$ cat src/rtl/addr_scan_pkg.sv
package addr_scan_pkg;
  localparam int ENTRY_W = 68;
  localparam int VID_W   = 12;
  localparam int MAC_W   = 48;

  typedef enum logic [1:0] {
    KIND_FREE  = 2'd0,
    KIND_ADDR  = 2'd1,
    KIND_VLAN  = 2'd2,
    KIND_VADDR = 2'd3
  } ent_kind_e;

  typedef enum logic [1:0] {
    UC_PERSIST = 2'd0,
    UC_FRESH   = 2'd1,
    UC_VENDOR  = 2'd2,
    UC_AGED    = 2'd3
  } uc_kind_e;

  typedef struct packed {
    logic hit;
    logic free;
    logic ageable;
  } slot_class_t;

  typedef enum logic {
    SEQ_IDLE = 1'b0,
    SEQ_SCAN = 1'b1
  } seq_state_e;
endpackage

$ cat src/rtl/entry_classifier.sv
module entry_classifier
  import addr_scan_pkg::*;
(
  input  logic [ENTRY_W-1:0] entry_i,
  input  logic               key_vlan_i,
  input  logic [VID_W-1:0]   key_vid_i,
  input  logic [MAC_W-1:0]   key_mac_i,
  output slot_class_t        cls_o
);
  ent_kind_e  kind;
  uc_kind_e   uck;
  logic       is_addr;
  logic       vid_eq;
  logic       unused_hi;

  assign kind      = ent_kind_e'(entry_i[61:60]);
  assign uck       = uc_kind_e'(entry_i[63:62]);
  assign unused_hi = ^entry_i[67:64];

  always_comb begin
    is_addr = (kind == KIND_ADDR) || (kind == KIND_VADDR);
    vid_eq  = (entry_i[59:48] == key_vid_i);
    if (key_vlan_i) begin
      cls_o.hit = (kind == KIND_VLAN) && vid_eq;
    end else begin
      cls_o.hit = is_addr && vid_eq && (entry_i[47:0] == key_mac_i);
    end
    cls_o.free    = (kind == KIND_FREE);
    cls_o.ageable = is_addr && !entry_i[40] &&
                    (uck != UC_PERSIST) && (uck != UC_VENDOR);
  end
endmodule

$ cat src/rtl/scan_sequencer.sv
module scan_sequencer
  import addr_scan_pkg::*;
#(
  parameter int DEPTH = 16,
  localparam int IDX_W = $clog2(DEPTH)
) (
  input  logic             clk,
  input  logic             rst_n,
  input  logic             accept_i,
  input  logic             stop_i,
  output logic             rd_en_o,
  output logic [IDX_W-1:0] rd_idx_o,
  output logic             cmp_vld_o,
  output logic [IDX_W-1:0] cmp_idx_o,
  output logic             cmp_last_o,
  output logic             busy_o
);
  localparam logic [IDX_W-1:0] LAST = IDX_W'(DEPTH - 1);

  seq_state_e       state_q, state_d;
  logic [IDX_W-1:0] iss_q, iss_d, cidx_q, cidx_d;
  logic             act_q, act_d, cvld_q, cvld_d;

  always_comb begin
    state_d = state_q;
    iss_d   = iss_q;
    act_d   = act_q;
    cvld_d  = 1'b0;
    cidx_d  = cidx_q;
    if (state_q == SEQ_IDLE) begin
      if (accept_i) begin
        state_d = SEQ_SCAN;
        iss_d   = '0;
        act_d   = 1'b1;
      end
    end else if (stop_i) begin
      state_d = SEQ_IDLE;
      act_d   = 1'b0;
    end else begin
      cvld_d = act_q;
      if (act_q) begin
        cidx_d = iss_q;
        if (iss_q == LAST) act_d = 1'b0;
        else               iss_d = iss_q + 1'b1;
      end
    end
  end

  always_ff @(posedge clk or negedge rst_n) begin
    if (!rst_n) begin
      state_q <= SEQ_IDLE;
      iss_q   <= '0;
      act_q   <= 1'b0;
      cvld_q  <= 1'b0;
      cidx_q  <= '0;
    end else begin
      state_q <= state_d;
      iss_q   <= iss_d;
      act_q   <= act_d;
      cvld_q  <= cvld_d;
      cidx_q  <= cidx_d;
    end
  end

  assign rd_en_o    = (state_q == SEQ_SCAN) && act_q;
  assign rd_idx_o   = iss_q;
  assign cmp_vld_o  = cvld_q;
  assign cmp_idx_o  = cidx_q;
  assign cmp_last_o = cvld_q && (cidx_q == LAST);
  assign busy_o     = (state_q == SEQ_SCAN);
endmodule

$ cat src/rtl/slot_tracker.sv
module slot_tracker #(
  parameter int IDX_W = 4
) (
  input  logic             clk,
  input  logic             rst_n,
  input  logic             clr_i,
  input  logic             vld_i,
  input  logic             cand_i,
  input  logic [IDX_W-1:0] idx_i,
  output logic             any_o,
  output logic [IDX_W-1:0] pick_o
);
  logic             seen_q, seen_d;
  logic [IDX_W-1:0] idx_q, idx_d;
  logic             cap;

  always_comb begin
    cap    = vld_i && cand_i && !seen_q;
    seen_d = seen_q;
    idx_d  = idx_q;
    if (clr_i) begin
      seen_d = 1'b0;
    end else if (cap) begin
      seen_d = 1'b1;
      idx_d  = idx_i;
    end
  end

  always_ff @(posedge clk or negedge rst_n) begin
    if (!rst_n) begin
      seen_q <= 1'b0;
      idx_q  <= '0;
    end else begin
      seen_q <= seen_d;
      idx_q  <= idx_d;
    end
  end

  assign any_o  = seen_q || (vld_i && cand_i);
  assign pick_o = seen_q ? idx_q : idx_i;
endmodule

$ cat src/rtl/addr_scan_engine.sv
module addr_scan_engine
  import addr_scan_pkg::*;
#(
  parameter int DEPTH = 16,
  localparam int IDX_W = $clog2(DEPTH)
) (
  input  logic               clk,
  input  logic               rst_n,
  input  logic               start_i,
  input  logic               op_insert_i,
  input  logic               key_vlan_i,
  input  logic [11:0]        key_vid_i,
  input  logic [47:0]        key_mac_i,
  input  logic [67:0]        new_entry_i,
  output logic               rd_en_o,
  output logic [IDX_W-1:0]   rd_idx_o,
  input  logic [67:0]        rd_data_i,
  output logic               wr_en_o,
  output logic [IDX_W-1:0]   wr_idx_o,
  output logic [67:0]        wr_data_o,
  output logic               busy_o,
  output logic               done_o,
  output logic [IDX_W-1:0]   res_idx_o,
  output logic               not_found_o,
  output logic               full_o
);
  logic               accept, stop;
  logic               cmp_vld, cmp_last;
  logic [IDX_W-1:0]   cmp_idx;
  slot_class_t        cls;
  logic               free_any, age_any;
  logic [IDX_W-1:0]   free_pick, age_pick;

  logic               ins_q, kvl_q;
  logic [VID_W-1:0]   kvid_q;
  logic [MAC_W-1:0]   kmac_q;
  logic [ENTRY_W-1:0] ent_q;

  logic               done_q, we_q, nf_q, full_q;
  logic [IDX_W-1:0]   ridx_q;
  logic               we_d, nf_d, full_d;
  logic [IDX_W-1:0]   ridx_d;

  assign accept = start_i && !busy_o;

  scan_sequencer #(.DEPTH(DEPTH)) u_seq (
    .clk(clk), .rst_n(rst_n), .accept_i(accept), .stop_i(stop),
    .rd_en_o(rd_en_o), .rd_idx_o(rd_idx_o),
    .cmp_vld_o(cmp_vld), .cmp_idx_o(cmp_idx), .cmp_last_o(cmp_last),
    .busy_o(busy_o)
  );

  entry_classifier u_cls (
    .entry_i(rd_data_i), .key_vlan_i(kvl_q), .key_vid_i(kvid_q),
    .key_mac_i(kmac_q), .cls_o(cls)
  );

  slot_tracker #(.IDX_W(IDX_W)) u_free (
    .clk(clk), .rst_n(rst_n), .clr_i(accept), .vld_i(cmp_vld),
    .cand_i(cls.free), .idx_i(cmp_idx), .any_o(free_any), .pick_o(free_pick)
  );

  slot_tracker #(.IDX_W(IDX_W)) u_age (
    .clk(clk), .rst_n(rst_n), .clr_i(accept), .vld_i(cmp_vld),
    .cand_i(cls.ageable), .idx_i(cmp_idx), .any_o(age_any), .pick_o(age_pick)
  );

  // command capture, clock-enabled by acceptance
  always_ff @(posedge clk or negedge rst_n) begin
    if (!rst_n) begin
      ins_q  <= 1'b0;
      kvl_q  <= 1'b0;
      kvid_q <= '0;
      kmac_q <= '0;
      ent_q  <= '0;
    end else if (accept) begin
      ins_q  <= op_insert_i;
      kvl_q  <= key_vlan_i;
      kvid_q <= key_vid_i;
      kmac_q <= key_mac_i;
      ent_q  <= new_entry_i;
    end
  end

  // decision: match beats free beats ageable
  always_comb begin
    stop   = cmp_vld && (cls.hit || cmp_last);
    we_d   = 1'b0;
    nf_d   = 1'b0;
    full_d = 1'b0;
    ridx_d = '0;
    if (cmp_vld && cls.hit) begin
      ridx_d = cmp_idx;
      we_d   = ins_q;
    end else if (!ins_q) begin
      nf_d = 1'b1;
    end else if (free_any) begin
      ridx_d = free_pick;
      we_d   = 1'b1;
    end else if (age_any) begin
      ridx_d = age_pick;
      we_d   = 1'b1;
    end else begin
      full_d = 1'b1;
    end
  end

  always_ff @(posedge clk or negedge rst_n) begin
    if (!rst_n) begin
      done_q <= 1'b0;
      we_q   <= 1'b0;
    end else begin
      done_q <= stop;
      we_q   <= stop && we_d;
    end
  end

  always_ff @(posedge clk or negedge rst_n) begin
    if (!rst_n) begin
      ridx_q <= '0;
      nf_q   <= 1'b0;
      full_q <= 1'b0;
    end else if (stop) begin
      ridx_q <= ridx_d;
      nf_q   <= nf_d;
      full_q <= full_d;
    end
  end

  assign done_o      = done_q;
  assign wr_en_o     = we_q;
  assign wr_idx_o    = ridx_q;
  assign wr_data_o   = ent_q;
  assign res_idx_o   = ridx_q;
  assign not_found_o = nf_q;
  assign full_o      = full_q;
endmodule

$ cat config.mk
export PLATFORM = sky130hd
export DESIGN_NAME = addr_scan_engine
export DESIGN_NICKNAME = d
export VERILOG_FILES = /design/src/rtl/addr_scan_pkg.sv /design/src/rtl/entry_classifier.sv /design/src/rtl/scan_sequencer.sv /design/src/rtl/slot_tracker.sv /design/src/rtl/addr_scan_engine.sv
export SDC_FILE = /design/constraint.sdc
export NUM_CORES = 1
export LEC_CHECK = 0
export BUFFER_PORTS_ARGS = -buffer_cell sky130_fd_sc_hd__buf_4
export CAP_MARGIN = 20
export CELL_PAD_IN_SITES_DETAIL_PLACEMENT = 0
export CELL_PAD_IN_SITES_GLOBAL_PLACEMENT = 1
export CORE_MARGIN = 1.5
export CORE_UTILIZATION = 37
export CTS_CLUSTER_SIZE = 30
export DETAILED_ROUTE_END_ITERATION = 6
export PLACE_DENSITY_LB_ADDON = 0.12
export SLEW_MARGIN = 30
export SYNTH_ARGS = -nofsm -noshare
export SYNTH_HDL_FRONTEND = slang
export SYNTH_SLANG_ARGS = --single-unit
$ cat constraint.sdc
create_clock -name clk -period 4.9 [get_ports clk]
set_input_delay 0.49 -clock clk [delete_from_list [all_inputs] [get_ports clk]]
set_output_delay 0.49 -clock clk [all_outputs]
set_load 0.02 [all_outputs]
* Word level (Yosys, flattened, before mapping)
Cells that the tools add are included.
** Word-level totals
- Bits in registers :: 159
- Latch bits :: 0
- RAM bits :: 0
- Memory bits (read-only) :: 0
- Input port bits :: 201
- Output and inout bits :: 86
- Word-level logic and storage cells :: 102
- Memories :: 0
** Cells by class
- $add $sub $neg :: 1
- Multipliers :: 0
- Divide/modulo/power cells :: 0
- Magnitude comparators :: 0
- Equality and inequality tests :: 11
- Shifts and indexed selects :: 0
- Muxes and demuxes :: 36
- Bitwise logic cells :: 2
- Reduce and logical (&&, ||, !) cells :: 33
** Operator list (number)
- equality test 48 bit :: 1
- two-way mux 4 bit :: 11
- two-way mux 1 bit :: 25
- logical AND 1 bit :: 16
- equality test 12 bit :: 1
- equality test 4 bit, second input constant :: 2
- inequality test 2 bit, second input constant :: 4
- nonzero test 2 bit :: 4
- adder 4 x 1 -> 4 bit, second input constant :: 1
- equality test 2 bit, second input constant :: 2
- logical NOT 1 bit :: 4
- logical OR 1 bit :: 4
- AND reduction 2 bit :: 2
- AND reduction 4 bit :: 1
- AND reduction 3 bit :: 1
- equality test 2 x 1 -> 1 bit, second input constant :: 1
- logical NOT 2 bit :: 1
- inverter 1 bit :: 2

* Depth between registers and ports, before layout
Gate-level depths: netlist of the first run.
- Depth after elaboration :: 12
- Gate-level depth with buffers :: 8

* Hierarchy
A second synthesis of the first run with hierarchy kept.
** Second synthesis, totals
- Cells, all modules :: 491
- Area, all modules :: 7333.3 µm²
** Modules (own cells, without submodules)
- addr_scan_engine :: times used 1, cells an instance 316, area each 5604.1 µm²
- entry_classifier :: times used 1, cells an instance 89, area each 696.9 µm²
- slot_tracker :: times used 2, cells an instance 16, area each 261.5 µm²
- scan_sequencer :: times used 1, cells an instance 54, area each 509.2 µm²

* Least setup slack after synthesis of the first run
No wires, ideal clock.
- Kind :: in2reg
- Start :: input port rd_data_i[38]
- End :: register u_seq.cidx_q[1], in the netlist u_seq.cmp_idx_o[1]
- Data arrival time :: 1.856 ns
- Data required time :: 4.775 ns
- Path slack :: 2.919 ns
- Cell stages on the path :: 7
- Buffers on the path :: 0
- Path through :: xor2_1 > nor4_1 > nand4_1 > nor4_2 > o21ai_2 > nand2_4 > mux2_4
** On the way
- Longest elaborated chain between the ends :: 7
** RTL lines
- start, declared :: RTL line addr_scan_engine.sv:17 : input logic [67:0] rd_data_i,
- equality test 48 bit :: RTL line entry_classifier.sv:26 : cls_o.hit = is_addr && vid_eq && (entry_i[47:0] == key_mac_i);
- logical AND 1 bit :: RTL line entry_classifier.sv:26
- two-way mux 1 bit :: RTL line entry_classifier.sv:23 : if (key_vlan_i) begin
- logical OR 1 bit :: RTL line addr_scan_engine.sv:87 : stop = cmp_vld && (cls.hit || cmp_last);
- logical AND 1 bit :: RTL line addr_scan_engine.sv:87
- inverter 1 bit (no line)
- AND reduction 3 bit (no line)
- end signal, assigned :: RTL line scan_sequencer.sv:61 : cidx_q <= cidx_d;
- end, declared :: RTL line scan_sequencer.sv:21 : logic [IDX_W-1:0] iss_q, iss_d, cidx_q, cidx_d;
Every way passes these cells.
A chain may end at the register's enable or synchronous reset.

* Worst setup path in the final report of the first run
- Start :: register kvid_q[2]
- End :: register u_seq.cidx_q[3], in the netlist u_seq.cmp_idx_o[3]
** On the way
- Longest elaborated chain between the ends :: 8
- Elaborated cells on any way between the ends :: 9
** RTL lines
- start, declared :: RTL line addr_scan_engine.sv:35 : logic [VID_W-1:0] kvid_q;
- start signal, assigned :: RTL line addr_scan_engine.sv:79 : kvid_q <= key_vid_i;
- equality test 12 bit (*) :: RTL line entry_classifier.sv:22 : vid_eq = (entry_i[59:48] == key_vid_i);
- logical AND 1 bit (2 in series) :: RTL line entry_classifier.sv:26
- two-way mux 1 bit (*) :: RTL line entry_classifier.sv:23
- logical OR 1 bit (*) :: RTL line addr_scan_engine.sv:87
- logical AND 1 bit (*) :: RTL line addr_scan_engine.sv:87
- inverter 1 bit (no line) (*)
- AND reduction 3 bit (no line) (*)
Every way passes the cells marked *; elsewhere a longest branch is shown, timed or not.

==> results of run 1 <==
==> per-layer routing <==
metal	wire length, µm	part of all wire, %	GRT usage (%)
met2	9087	47	32.57
met1	8290	43	26.79
met4	383	2.0	7.167
met5	0	0	0
met3	1626	8.4	6.641
==> flip-flops by register name, indices dropped and copies added (netlist names) <==
name and cells:
done_o 1, full_o 1, ins_q 1, kmac_q 48
kvid_q 12, kvl_q 1, not_found_o 1, res_idx_o 4
u_age.idx_q 4, u_age.seen_q 1, u_free.idx_q 4, u_free.seen_q 1
u_seq.act_q 1, u_seq.busy_o 1, u_seq.cmp_idx_o 4, u_seq.cmp_vld_o 1
u_seq.rd_idx_o 4, wr_data_o 68, wr_en_o 1
==> final timing paths <==
| kind | end | depth (start not counted) | startpoint |
|---|---|---|---|
| setup / recovery | u_seq.cmp_idx_o[3]$_DFFE_PN0P_ | 7 | kvid_q[2]$_DFFE_PN0P_ |
| hold / removal | kmac_q[20]$_DFFE_PN0P_ | 1 | rst_n |
| setup reg to reg | u_seq.cmp_idx_o[3]$_DFFE_PN0P_ | 7 | kvid_q[2]$_DFFE_PN0P_ |
| hold reg to reg | wr_data_o[54]$_DFFE_PN0P_ | 2 | wr_data_o[54]$_DFFE_PN0P_ |
| max in group asynchronous | u_age.seen_q$_DFFE_PN0P_ | 2 | rst_n |
| min in group clk | wr_data_o[32]$_DFFE_PN0P_ | 3 | new_entry_i[32] |
==> per-stage QoR <==
| stage | setup slack (ns) | power, µW | std cells | instance area (µm²) | hold slack [ns] |
|---|---|---|---|---|---|
| 6_report | 2.489 | 5638 | 1282 | 9741 | 0.09170 |
| 5_1_grt | 2.339 | 6047 | 1282 | 9741 | 0.1299 |
| 4_1_cts | 2.460 | 5712 | 1282 | 9741 | 0.09926 |
| 3_5_place_dp | 2.280 | 4397 | 1252 | 9170 | 0.4634 |
| 3_3_place_gp | 2.274 | 4360 | 1252 | 9170 | 0.4586 |
| 2_1_floorplan | 2.919 | 3490 | 773 | 6877 | 0.1944 |
==> report_power, final <==
part	internal, µW	total [µW]	leakage (µW)	switching (µW)
clock network	771	1290	0.000282	520
logic	923	2050	0.00309	1130
registers	1900	2300	0.00197	394
==> area by class of cell <==
class	count	area (µm²)
inverters	10	37.54
clock inverters	10	113.9
repair buffers	286	2151
multi-input cells	568	2716
well taps	229	286.5
clock buffers	20	456.7
fillers	1745	8346
flip-flops and latches	159	3979
==> cells by family after synthesis <==
| logic type | after synthesis | synth area share, % |
|---|---|---|
| flip-flops | 159 | 57.86 |
| AO/OA/AOI/OAI | 38 | 3.403 |
| XOR/XNOR | 60 | 7.642 |
| multiplexers | 6 | 1.165 |
| adder cells (fa/ha/maj) | 1 | 0.1819 |
| buffers and inverters | 46 | 2.857 |
| AND/OR/NAND/NOR | 463 | 26.89 |
==> placed cells by master, fill, tap and decap left out, drive strengths merged, types with 2 or more instances in the layout <==
master,n
nand3,6
and2,3
nand4,4
xnor2,8
clkbuf,20
a22oi,4
nand4b,2
bufinv,2
a21oi,5
mux2i,2
nor3,3
nor2,9
clkinv,6
buf,286
dfrtp,159
o21ai,21
nand2,418
nor4,15
inv,11
xor2,52
mux2,4
==> impl_metrics.ini, run 1 <==
[timing]
finalClockSkew_ns = 0.009984
finalCritPeriodShare_pct = 49.21
tns_ns = 0
finalSetupViolCount = 0
relSlewSlack_pct = 36.26
clock.fmax_ghz = 0.4147
hold_violations = 0
worst_slew_pin_slew_ns = 0.9560
slew_violations = 0
fin_crit_ns = 2.411
rsz0062_at_grt = false

[worst_setup_path]
end_kind = flip-flop
cp-start-kind = flip-flop
crit_chain = xor2_1 > nor4_1 > nand4_1 > nor4_2 > o21ai_2 > nand2_4 > mux2_4
cp_num_buf_inv = 0
crit_fanout = 15
critPathMaxStageDelay_ns = 0.42
crit_arrival_ns = 2.71
rrSetupSlack_ns = 2.49
crit_slowest_cell = nor4_2
path_class = flip-flop to flip-flop
cpLargestDelayFamily = simple AND/OR/NAND/NOR gates
cp.required_ns = 5.20

[yosys]
netlist_area_mm2 = 0.006877
synth.area.top_cells = dfrtp_1 (58%), nand2_1 (23%), xor2_1 (6.6%)
yosys.area.top_type = dfrtp_1
syn-mean-instance-area_um2 = 8.896
yosysMostFrequentCell = nand2_1
synth_top_area_share_pct = 57.86
yosysWarnings = 0
synthesis.nets = 975
yosysUniqueCellTypes = 38
synth_flop_cell = dfrtp_1
syn-instance-count = 773
async_flop_share_pct = 100.0
yosysSeqAreaShare_pct = 57.86
synth.cells.most_frequent = nand2_1 (417), dfrtp_1 (159), xor2_1 (52)
synth_edf_count = 0
ys_ff_latch = 159

[routing]
vias = 5834
initialDrtViolationCount = 303
drtPass1Iterations = 7
routedWlPerCell_um = 15.12
wl_mm = 19.39
ant_nets = 0
drc = 17
drt-vias-per-instance = 4.551

[placement]
hpwlAfterDp_mm = 13.84
port_buffers = 281
place_congestion = 0.7603

[clocking]
cts.clk_slew.worst_paths_ns = 0.06
ctsResizeCount = 0
clk_latency_ns = 0.42
htreeDepth = 4
clockBufferDepth = 2
hold_buffers = 0
root_buffer = clkbuf_16
postCtsSetupRepairBufs = 0
clock-sinks = 159
cts_buffers = 17
cts_tree = built

[floorplan]
core_area_mm2 = 0.01809
ios = 287
die_x_um = 139.3
start_util_pct = 38.02
dieArea_mm2 = 0.01941
die_h_um = 139.3
fp-row-count = 49

[run_status]
status = finished, violations left
violations = DRC

[power_and_ir_drop]
p_leak_uw = 0.005345
vdd_drop_max_v = 0.0002634
p_per_area_mw_per_mm2 = 578.8

[final_layout]
fin_nets = 1244
antenna_cells = 0
area_growth_syn_to_layout_pct = 41.65
layout.core_utilization_pct = 53.86
layout-drive-gt1-share_pct = 31.05

[global_routing]
gr-total-overflow = 0
grt_pass1_wl_mm = 31.30
grt_use_total_pct = 20.65
antenna_found_initial = 0
grt_pass1_vias = 5987
grt_max_degree = 86

[job]
cap_violations = 0

[hold_path]
min_path_type = input port to asynchronous set/reset pin
No activity file was read; power rests on OpenSTA's default activity.
==> run 2: changes to the inputs <==
--- a/config.mk
+++ b/config.mk
@@ -10,7 +10,7 @@
 export CELL_PAD_IN_SITES_DETAIL_PLACEMENT = 0
 export CELL_PAD_IN_SITES_GLOBAL_PLACEMENT = 1
 export CORE_MARGIN = 1.5
-export CORE_UTILIZATION = 37
+export CORE_UTILIZATION = 35
 export CTS_CLUSTER_SIZE = 30
 export DETAILED_ROUTE_END_ITERATION = 6
 export PLACE_DENSITY_LB_ADDON = 0.12
==> constraint.sdc (replaced) <==
create_clock -name clk -period 2.3 [get_ports clk]
set_input_delay 0.23 -clock clk [delete_from_list [all_inputs] [get_ports clk]]
set_output_delay 0.23 -clock clk [all_outputs]
set_load 0.02 [all_outputs]
==> impl_metrics.ini, run 2 (synthesis results as in run 1) <==
[run_status]
status = completed

[placement]
dpl-instance-area_mm2 = 0.009328
port_buffers = 281
place_congestion = 0.7533
hpwlAfterDp_mm = 14.07

[timing]
slew_violations = 0
worst_slew_pin_slew_ns = 0.5840
clock.fmax_ghz = 0.4581
relSlewSlack_pct = 61.07
finalSetupViolCount = 0
fin_crit_ns = 2.183
hold_violations = 0
finalClockSkew_ns = 0.01234
finalCritPeriodShare_pct = 94.91
hold-worst-slack_ns = 0.01159

[global_routing]
antenna_found_initial = 2
grt_max_degree = 106
grt_pass1_wl_mm = 32.17
gr-total-overflow = 0
grt_pass1_vias = 6446
grt_use_total_pct = 20.45

[worst_setup_path]
crit_chain = xor2_1 > nor4_1 > nand4_1 > nor4_4 > o21ai_2 > buf_4 > nand3_1 > mux2i_1
rrSetupSlack_ns = 0.12
crit_start = kvid_q[9]$_DFFE_PN0P_
cp.required_ns = 2.65
end_kind = flip-flop
timing.rr.start = kvid_q[9]$_DFFE_PN0P_
critPathMaxStageDelay_ns = 0.40
crit_arrival_ns = 2.53
cp-start-kind = flip-flop
cpLargestDelayFamily = simple AND/OR/NAND/NOR gates
path_depth = 8
crit_fanout = 5
path_class = flip-flop to flip-flop
rr_worst_depth = 8
cp_num_buf_inv = 1
crit_path_end = u_seq.rd_idx_o[0]$_DFFE_PN0P_
reg2reg_to = u_seq.rd_idx_o[0]$_DFFE_PN0P_
crit_slowest_cell = dfrtp_1

[hold_path]
min_path_type = input port to flip-flop

[routing]
ant_nets = 0
initialDrtViolationCount = 174
drtPass1Iterations = 4
vias = 6327
drc = 0
wl_mm = 20.93
routedWlPerCell_um = 14.36
drt-vias-per-instance = 4.342

[final_layout]
largest_reg_flops = 68
layout-drive-gt1-share_pct = 28.40
fin_nets = 1379
layout_commonest_cell = nand2_1
final_cell_mix = nand2_1 (417), buf_4 (286), dfrtp_1 (159), dlygate4sd3_1 (128), xor2_1 (52)
final_area_mm2 = 0.01127
area_growth_syn_to_layout_pct = 63.88

[power_and_ir_drop]
p_leak_uw = 0.005952
vdd_drop_max_v = 0.0006104
p_per_area_mw_per_mm2 = 1111

[floorplan]
die_h_um = 143.2
ios = 287
core_area_mm2 = 0.01933
fp-row-count = 51
dieArea_mm2 = 0.02050
start_util_pct = 35.57
die_x_um = 143.2

[clocking]
clk_latency_ns = 0.43
clockBufferDepth = 2
cts_buffers = 17
htreeDepth = 4
root_buffer = clkbuf_16
cts.clk_slew.worst_paths_ns = 0.06
cts_tree = built
clock-sinks = 159

[job]
cap_violations = 0
run 2: changes by cell type in the layout (fill, tap and decap cells not counted), sizes merged:
cell / before / now
dlygate4sd3: 0 / 128
clkinvlp: 1 / 3
clkinv: 6 / 1
inv: 11 / 14
diode: 0 / 2
buf: 286 / 293
bufinv: 2 / 3
clkbuf: 20 / 21
run 2: area by class of cell:
cell class / instances / area (µm²)
well taps: 265 / 331.6
repair buffers: 421 / 3560
fillers: 1818 / 8065
multi-input cells: 568 / 2744
clock inverters: 11 / 152.6
flip-flops and latches: 159 / 3979
diodes: 2 / 5.005
clock buffers: 21 / 460.4
inverters: 10 / 37.54
run 2: worst min path at each step:
stage / to / slack [ns] / depth (start not counted) / from
2_1_floorplan: done_o$_DFF_PN0_ / -0.07 / 0 / rst_n
3_3_place_gp: kmac_q[20]$_DFFE_PN0P_ / 0.25 / 1 / rst_n
3_5_place_dp: kmac_q[20]$_DFFE_PN0P_ / 0.24 / 1 / rst_n
4_1_cts: wr_data_o[36]$_DFFE_PN0P_ / 0.003 / 3 / new_entry_i[36]
5_1_grt: kmac_q[3]$_DFFE_PN0P_ / 0.009 / 3 / key_mac_i[3]
6_report: wr_data_o[36]$_DFFE_PN0P_ / 0.01 / 3 / new_entry_i[36]
run 2: metal layers:
metal	part of all wire [%]	GRT usage [%]	up-vias	wire (µm)
met5	0	0	-	0
met4	1.1	6.511	0	237
met3	7.1	6.975	16	1491
met2	48	33.66	181	10020
met1	44	25.16	2907	9181
li1	-	-	3223	-
run 2: report_power, final:
part	internal [µW]	leakage, µW	switching (µW)
Sequential	4050	0.00197	854
Combinational	2150	0.00369	2500
Clock	1780	0.000291	1180
run 2: timing repair:
| item | CTS | global route |
|---|---|---|
| hold buffers | 128 | 0 |
| gates resized for setup | 0 | 4 |
| hold endpoints to repair | 177 | 0 |
| endpoints found under the setup margin | 0 | 11 |
| setup buffers | 0 | 2 |
run 2: through the flow:
step	cells	utilization [%]	setup WS (ns)	power [µW]	setup TNS, ns
2_1_floorplan	773	-	0.4176	7435	0
4_1_cts	1453	58.04	0.03784	12590	0
3_5_place_dp	1293	48.24	0.05666	9399	0
3_3_place_gp	1293	48.24	0.09834	9336	0
6_report	1457	58.29	0.1172	12520	0
5_1_grt	1457	58.29	-0.02263	13340	-0.04674
run 2: worst min-delay path: cells and delay by family:
family / cells / cell delay, ns
and+or+nand+nor: 2 / 0.10
buffers and inverters: 1 / 0.08
==> run 3: changes to the inputs <==
--- a/config.mk
+++ b/config.mk
@@ -14,7 +14,7 @@
 export CTS_CLUSTER_SIZE = 30
 export DETAILED_ROUTE_END_ITERATION = 6
 export PLACE_DENSITY_LB_ADDON = 0.12
-export SLEW_MARGIN = 30
+export REMOVE_ABC_BUFFERS = 1
 export SYNTH_ARGS = -nofsm -noshare
 export SYNTH_HDL_FRONTEND = slang
 export SYNTH_SLANG_ARGS = --single-unit
==> constraint.sdc (replaced) <==
create_clock -name clk -period 2.3 [get_ports clk]
set_input_delay 0.23 -clock clk [delete_from_list [all_inputs] [get_ports clk]]
set_output_delay 0.23 -clock clk [all_outputs]
set_load 0.01 [all_outputs]
==> impl_metrics.ini, run 3 (synthesis results as in run 1) <==
[timing]
finalClockSkew_ns = 0.009034
tns_ns = 0
hold_violations = 0
finalCritPeriodShare_pct = 94.13
worst_slew_pin_slew_ns = 0.5399
clock.fmax_ghz = 0.4619
relSlewSlack_pct = 64.01
rsz0062_at_grt = false
finalSetupViolCount = 0
hold-worst-slack_ns = 0.01350
fin_crit_ns = 2.165
slew_violations = 0

[worst_setup_path]
path_class = flip-flop to flip-flop
rrSetupSlack_ns = 0.13
timing.rr.start = kmac_q[45]$_DFFE_PN0P_
cp-start-kind = flip-flop
crit_path_end = u_seq.rd_idx_o[2]$_DFFE_PN0P_
crit_arrival_ns = 2.45
cp.required_ns = 2.59
rr_worst_depth = 8
crit_fanout = 5
end_kind = flip-flop
reg2reg_to = u_seq.rd_idx_o[2]$_DFFE_PN0P_
crit_start = kmac_q[45]$_DFFE_PN0P_

[global_routing]
grt_pass1_wl_mm = 32.06
grt_use_total_pct = 20.18
grt_pass1_vias = 6493
top_usage_layer = met2
grt_max_degree = 91
antenna_found_initial = 0
use_met2_pct = 33.38
use_met3_pct = 7.411
use_met1_pct = 24.49
gr-total-overflow = 0

[placement]
hpwlAfterDp_mm = 13.90
port_buffers = 281
place_inst = 1297
place_congestion = 0.7569

[final_layout]
final_cell_mix = nand2_1 (417), buf_4 (289), dfrtp_1 (159), dlygate4sd3_1 (112), xor2_1 (52)
fin_cells = 1440
area_growth_syn_to_layout_pct = 62.14
layout_commonest_cell = nand2_1
layout.core_utilization_pct = 57.67
multi_input_area_mm2 = 0.002771
fin_nets = 1365
layout-drive-gt1-share_pct = 29.11
antenna_cells = 0
fillCellCount = 1792
largest_reg_flops = 68
ff_latch_area_mm2 = 0.003979

[power_and_ir_drop]
p_leak_uw = 0.005925
p_per_area_mw_per_mm2 = 1077
vdd_drop_max_v = 0.0005147

[hold_path]
min_path_type = input port to flip-flop
min_from = key_mac_i[40]

[floorplan]
die_x_um = 143.2
core_area_mm2 = 0.01933
die_h_um = 143.2
fp-row-count = 51
dieArea_mm2 = 0.02050
start_util_pct = 35.57
ios = 287

[clocking]
clk_latency_ns = 0.42
clockBufferDepth = 2
cts.clk_slew.worst_paths_ns = 0.06
htreeDepth = 4
root_buffer = clkbuf_16
clock-sinks = 159
postCtsSetupRepairBufs = 0
cts_buffers = 17
cts_tree = built

[routing]
wl_mm = 20.45
initialDrtViolationCount = 291
ant_nets = 0
drt-vias-per-instance = 4.433
vias = 6383
drtPass1Iterations = 4
routedWlPerCell_um = 14.20
drc = 0

[run_status]
status = completed

[job]
cap_violations = 0
[run 3: cell types whose count changed in the layout (fill, tap and decap cells not counted), moves of 2 or more]
cell           change
clkinvlp_4         -2
buf_12             -2
buf_4              +3
diode_2            -2
inv_6              -2
dlygate4sd3_1     -16
clkinv_4           +4
[run 3: where the power goes]
group	leakage (µW)	total, µW	internal [µW]	switching, µW
registers	0.00197	4890	4050	837
clock network	0.000307	3040	1890	1160
logic	0.00365	4080	2120	1960
total	0.00592	12000	8060	3960
[run 3: critical path, stage by stage, from the launching register on]
cell	delay (ns)
dfrtp_1	0.39
xor2_1	0.17
nor4_1	0.30
nand3_1	0.23
nor4_4	0.39
o21ai_4	0.12
buf_4	0.18
a31oi_1	0.21
a211oi_2	0.05
[run 3: final cells by class]
type                    instances  area share, %
clock inverters                11          1.616
flip-flops and latches        159          35.69
multi-input cells             568          24.86
repair buffers                407          30.43
clock buffers                  20          4.096
inverters                      10         0.3367
well taps                     265          2.974
[run 3: metal layers]
metal | vias up | routed length, µm
li1 | 3187 | -
met1 | 2965 | 8686
met2 | 212 | 9772
met3 | 19 | 1687
met4 | 0 | 299
met5 | - | 0
[run 3: metrics by stage]
step | cell area (µm²) | worst slack, ns | total power, µW
6_report | 11150 | 0.1349 | 12010
5_1_grt | 11150 | 0.0003506 | 12930
4_1_cts | 11070 | 0.02125 | 12100
3_5_place_dp | 9333 | 0.03172 | 8830
3_3_place_gp | 9333 | 0.06187 | 8770
2_1_floorplan | 6718 | -2.547 | 6914
[run 3: worst min-delay path by stage]
stage / slack, ns / to / cells past startpoint
final: 0.01 / kmac_q[40]$_DFFE_PN0P_ / 3
after global routing: 0.006 / kvid_q[8]$_DFFE_PN0P_ / 3
after CTS: 0.0001 / kvid_q[0]$_DFFE_PN0P_ / 3
after detailed placement: 0.24 / kmac_q[15]$_DFFE_PN0P_ / 1
after global placement: 0.24 / wr_data_o[55]$_DFFE_PN0P_ / 1
after floorplan: -0.07 / done_o$_DFF_PN0_ / 0
[run 3: what timing repair did]
action,in CTS,in global routing
hold endpoints to repair,160,2
resized for setup,0,9
hold buffers,110,2
setup endpoints to repair,0,13
